[config.mk]
export PLATFORM = sky130hd
export DESIGN_NAME = junction_ctrl
export DESIGN_NICKNAME = d
export VERILOG_FILES = /design/src/rtl/junction_pkg.sv /design/src/rtl/junction_timer.sv /design/src/rtl/junction_fsm.sv /design/src/rtl/junction_ctrl.sv
export SDC_FILE = /design/constraint.sdc
export NUM_CORES = 1
export LEC_CHECK = 0
export BUFFER_PORTS_ARGS = -buffer_cell sky130_fd_sc_hd__buf_4
export CORE_AREA = 2 2 39 41
export DETAILED_ROUTE_END_ITERATION = 10
export DIE_AREA = 0 0 41 43
export GPL_ROUTABILITY_DRIVEN = 0
export PLACE_DENSITY = 0.48
export SLEW_MARGIN = 5
export SYNTH_ARGS = -nofsm -noshare
export SYNTH_HDL_FRONTEND = slang
export SYNTH_SLANG_ARGS = --single-unit
[constraint.sdc]
create_clock -name clk -period 1.4 [get_ports clk]
set_input_delay 0.07 -clock clk [delete_from_list [all_inputs] [get_ports clk]]
set_output_delay 0.07 -clock clk [all_outputs]
set_load 0.005 [all_outputs]
[src/rtl/junction_pkg.sv]
package junction_pkg;

  typedef enum logic [1:0] {
    PH_HWY_GO    = 2'd0,
    PH_HWY_WARN  = 2'd1,
    PH_FARM_GO   = 2'd2,
    PH_FARM_WARN = 2'd3
  } phase_t;

  // Lamp bit positions inside each one-hot road bus
  localparam int LAMP_GREEN  = 0;
  localparam int LAMP_YELLOW = 1;
  localparam int LAMP_RED    = 2;
  localparam int LAMP_W      = 3;

  // Strobes from control to the interval datapath
  typedef struct packed {
    logic restart;
  } ctrl_strobe_t;

  // Status from the interval datapath back to control
  typedef struct packed {
    logic shortDone;
    logic longDone;
  } tmr_status_t;

endpackage

[src/rtl/junction_timer.sv]
module junction_timer
  import junction_pkg::*;
#(
  parameter int SHORT_CYCLES = 3,
  parameter int LONG_CYCLES  = 8
) (
  input  logic         clk,
  input  logic         rstN,
  input  ctrl_strobe_t strobe,
  output tmr_status_t  status
);

  localparam int CW = $clog2(LONG_CYCLES + 1);
  localparam logic [CW-1:0] SHORT_LIM = CW'(SHORT_CYCLES);
  localparam logic [CW-1:0] LONG_LIM  = CW'(LONG_CYCLES);

  logic [CW-1:0] ageCnt;

  // Counts phase age and saturates at the long limit, so both flags stay set
  always_ff @(posedge clk or negedge rstN) begin
    if (!rstN) begin
      ageCnt <= '0;
    end else if (strobe.restart) begin
      ageCnt <= '0;
    end else if (ageCnt != LONG_LIM) begin
      ageCnt <= ageCnt + 1'b1;
    end
  end

  always_comb begin
    status.shortDone = (ageCnt >= SHORT_LIM);
    status.longDone  = (ageCnt >= LONG_LIM);
  end

endmodule

[src/rtl/junction_fsm.sv]
module junction_fsm
  import junction_pkg::*;
(
  input  logic              clk,
  input  logic              rstN,
  input  logic              carWaiting,
  input  tmr_status_t       status,
  output ctrl_strobe_t      strobe,
  output logic [LAMP_W-1:0] hwyLamp,
  output logic [LAMP_W-1:0] farmLamp
);

  phase_t phase, phaseNext;

  always_ff @(posedge clk or negedge rstN) begin
    if (!rstN) phase <= PH_HWY_GO;
    else       phase <= phaseNext;
  end

  always_comb begin
    phaseNext = phase;
    unique case (phase)
      PH_HWY_GO:    if (carWaiting && status.longDone)  phaseNext = PH_HWY_WARN;
      PH_HWY_WARN:  if (status.shortDone)               phaseNext = PH_FARM_GO;
      PH_FARM_GO:   if (!carWaiting || status.longDone) phaseNext = PH_FARM_WARN;
      PH_FARM_WARN: if (status.shortDone)               phaseNext = PH_HWY_GO;
      default:      phaseNext = PH_HWY_GO;
    endcase
  end

  // Restart the interval counter on every phase exit
  always_comb strobe.restart = (phaseNext != phase);

  always_comb begin
    hwyLamp  = '0;
    farmLamp = '0;
    unique case (phase)
      PH_HWY_GO:    begin hwyLamp[LAMP_GREEN]  = 1'b1; farmLamp[LAMP_RED]    = 1'b1; end
      PH_HWY_WARN:  begin hwyLamp[LAMP_YELLOW] = 1'b1; farmLamp[LAMP_RED]    = 1'b1; end
      PH_FARM_GO:   begin hwyLamp[LAMP_RED]    = 1'b1; farmLamp[LAMP_GREEN]  = 1'b1; end
      PH_FARM_WARN: begin hwyLamp[LAMP_RED]    = 1'b1; farmLamp[LAMP_YELLOW] = 1'b1; end
      default:      begin hwyLamp[LAMP_GREEN]  = 1'b1; farmLamp[LAMP_RED]    = 1'b1; end
    endcase
  end

endmodule

[src/rtl/junction_ctrl.sv]
module junction_ctrl
  import junction_pkg::*;
#(
  parameter int SHORT_CYCLES = 3,
  parameter int LONG_CYCLES  = 8
) (
  input  logic       clk,
  input  logic       rstN,
  input  logic       carWaiting,
  output logic [2:0] hwyLamp,
  output logic [2:0] farmLamp
);

  ctrl_strobe_t ctlStrobe;
  tmr_status_t  tmrStatus;

  junction_fsm u_fsm (
    .clk        (clk),
    .rstN       (rstN),
    .carWaiting (carWaiting),
    .status     (tmrStatus),
    .strobe     (ctlStrobe),
    .hwyLamp    (hwyLamp),
    .farmLamp   (farmLamp)
  );

  junction_timer #(
    .SHORT_CYCLES (SHORT_CYCLES),
    .LONG_CYCLES  (LONG_CYCLES)
  ) u_timer (
    .clk    (clk),
    .rstN   (rstN),
    .strobe (ctlStrobe),
    .status (tmrStatus)
  );

endmodule

==> key figures <==
Pwr
  • Power Density: 2113 nW/um2
  • VDD IR max: 0.7480 mV
  • Pwr Total: 0.001021 W
  • P_leak: 0.2329 nW

Cells and area
  • Nets: 55
  • Post-Route Utilization: 0.3490
  • Area delta synth->final: 24.52%
  • Commonest non-fill, non-tap cell in the layout: buf_4
  • Share of cells above drive strength 1: 0.3125
  • Most frequent cells in the layout: 9 x buf_4, 6 x nor2_1, 6 x dfrtp_1
  • Filler cells: 138
  • ANT cells: 0
  • Final instance area: 483.0 um2

Floorplanning
  • Die Area: 1763 um2
  • Initial cell density of the core: 0.2803
  • Die Wd: 41 um
  • Num rows: 14
  • I/O pins: 9
  • Vert. Die Dim: 43 um
  • Core area: 1384 um2

Drt
  • Initial drt markers: 3
  • Antenna Nets Post-Route: 0
  • # DRC: 0
  • Drt pass-1 iters: 3
  • Routed wire length: 654 um
  • Via density: 4.172
  • Drt wl/cell: 10.22 um
  • Vias: 267

Synthesis
  • Post-Syn Nets: 44
  • Mapped Cells: 39
  • Yosys cell types: 22
  • Ys Warns: 0
  • Synth Register Bits: 6
  • Synth Cell Area: 387.9 um2
  • Register area share after synthesis: 0.3871
  • Syn Area/Cell: 9.945 um2

STA
  • Clock period minus worst slack: 1.269 ns
  • Max-slew headroom: 0.7710
  • Fin. Hold Viols: 0
  • Period Utilization, post-route: 0.9063
  • RSZ-0062 raised after global routing: false
  • Worst Clk Skew: 0.008039 ns
  • Fmax: 0.7882 GHz
  • Final setup viols: 0
  • Pins Over Slew Limit: 0
  • Worst-Margin Slew: 0.3429 ns
  • Sum Neg Setup Slack: 0 ns

CTS
  • Postcts setup bufs: 0
  • Root buffer cell: clkbuf_4
  • CTS tree: yes
  • Clock Latency Late Sink: 0.24 ns
  • # clock sinks: 6
  • Clock tree buffer depth: 2
  • CTS Hold Bufs: 1
  • H-tree Lvls: 1
  • CTS-repair resized insts: 0
  • Cts bufs inserted: 3
  • Clock transition at the registers of the reported paths: 0.05 ns

Worst setup path
  • Arr. time, crit path: 1.38 ns
  • R2R Path End: u_timer.ageCnt[0]
  • R2r worst-path depth: 4
  • Critical Path RT: 1.51 ns
  • Crit-path max FO: 4
  • Setup CP Type: reg2reg
  • Worst r2r src: u_timer.ageCnt[0]
  • Setup crit start kind: flip-flop
  • R2r setup slk: 0.13 ns
  • Crit. End Element: flip-flop

GRT
  • First-pass GRT wire length: 1.186 mm
  • All-layer global routing usage: 0.1020
  • Remaining global-route overflow: 0
  • Largest net degree at the start of global routing: 10
  • Number of global-route vias before repair: 268
  • Initial antenna violation count: 0

Run status
  • Status: finished, final reports clean

Min path
  • Hold WC Path Type: in2reg
  • Hold Startpoint: carWaiting
  • Worst Hold Path Cells: 3
  • Worst Hold Path EP: u_timer.ageCnt[3]

Placed design
  • PortBufs: 8
  • Placed cell area: 450.4 um2

Flow run
  • Max-cap violations: 0
==> critical path: stages, from the launching register on <==
cell and delay (ns):
dfrtp_1 0.40, ha_1 0.27, nor4b_4 0.07, a211oi_2 0.30, nor2_1 0.10
==> cells by family (layout without fill, tap and decap cells) <==
| group | count (synthesis) | in the layout | share of synthesized area |
|---|---|---|---|
| mux | 2 | 2 | 0.05161 |
| xor+xnor | 3 | 3 | 0.06775 |
| fa+ha+maj | 2 | 2 | 0.06451 |
| flops | 6 | 6 | 0.3871 |
| buf+inv | 7 | 16 | 0.09354 |
| simple gates | 15 | 15 | 0.2419 |
| compound gates | 4 | 4 | 0.09356 |
==> synth_stat cells <==
cell type | count | area share
buf_6 | 1 | 0.029
nand3b_1 | 2 | 0.039
nor4b_4 | 1 | 0.061
nor3_1 | 1 | 0.013
nand3_1 | 1 | 0.013
o31ai_1 | 1 | 0.019
nor2_1 | 6 | 0.058
dfrtp_1 | 6 | 0.39
a21oi_2 | 1 | 0.023
and2_1 | 1 | 0.016
a211oi_2 | 1 | 0.032
buf_2 | 2 | 0.026
xor2_1 | 1 | 0.023
nand2b_1 | 1 | 0.016
xnor2_1 | 2 | 0.045
ha_1 | 2 | 0.065
clkbuf_1 | 1 | 0.0097
o21bai_1 | 1 | 0.019
nand2_1 | 1 | 0.0097
inv_1 | 3 | 0.029
nor2b_1 | 1 | 0.016
mux2i_1 | 2 | 0.052
==> power breakdown <==
| group | switching [W] | internal, W |
|---|---|---|
| logic | 0.000229 | 0.000304 |
| registers | 0.0000894 | 0.000243 |
| clock network | 0.0000580 | 0.0000967 |
| total | 0.000376 | 0.000644 |
==> metrics by stage <==
stage                     instances  setup WS [ns]  hold WS [ns]
after floorplan                  39         0.2662       -0.2256
after CTS                        64         0.1349        0.1603
final                            64         0.1312        0.1653
after global routing             64      0.0006786        0.1839
after global placement           60         0.1926       -0.1207
after detailed placement         60         0.1475       -0.1200
==> metal layers <==
metal,global-route usage,vias to the layer above,wire [um]
met4,0.06000,0,0
met2,0.1438,8,313
li1,-,143,-
met5,0,-,0
met1,0.1311,116,295
met3,0.03141,0,45
==> worst max-delay path by stage <==
| stage | startpoint | depth (start not counted) | endpoint |
|---|---|---|---|
| after floorplan | u_timer.ageCnt[0] | 4 | u_timer.ageCnt[2] |
| after global placement | u_timer.ageCnt[0] | 4 | u_timer.ageCnt[1] |
| after detailed placement | u_timer.ageCnt[0] | 4 | u_timer.ageCnt[0] |
| after CTS | u_timer.ageCnt[0] | 4 | u_timer.ageCnt[0] |
| after global routing | u_timer.ageCnt[0] | 4 | u_timer.ageCnt[1] |
| final | u_timer.ageCnt[0] | 4 | u_timer.ageCnt[0] |
==> flip-flops by register name, indices dropped and copies added (netlist names) <==
register,flops
u_fsm.phase,2
u_timer.ageCnt,4
==> cell type report <==
| class | instances | area [um2] | share of cell area |
|---|---|---|---|
| multi-input cells | 26 | 201.4 | 0.4171 |
| flip-flops and latches | 6 | 150.1 | 0.3109 |
| repair buffers | 10 | 77.57 | 0.1606 |
| clock buffers | 3 | 22.52 | 0.04663 |
| well taps | 16 | 20.02 | 0.04145 |
| inverters | 3 | 11.26 | 0.02332 |
No activity file was read; power rests on OpenSTA's default activity.
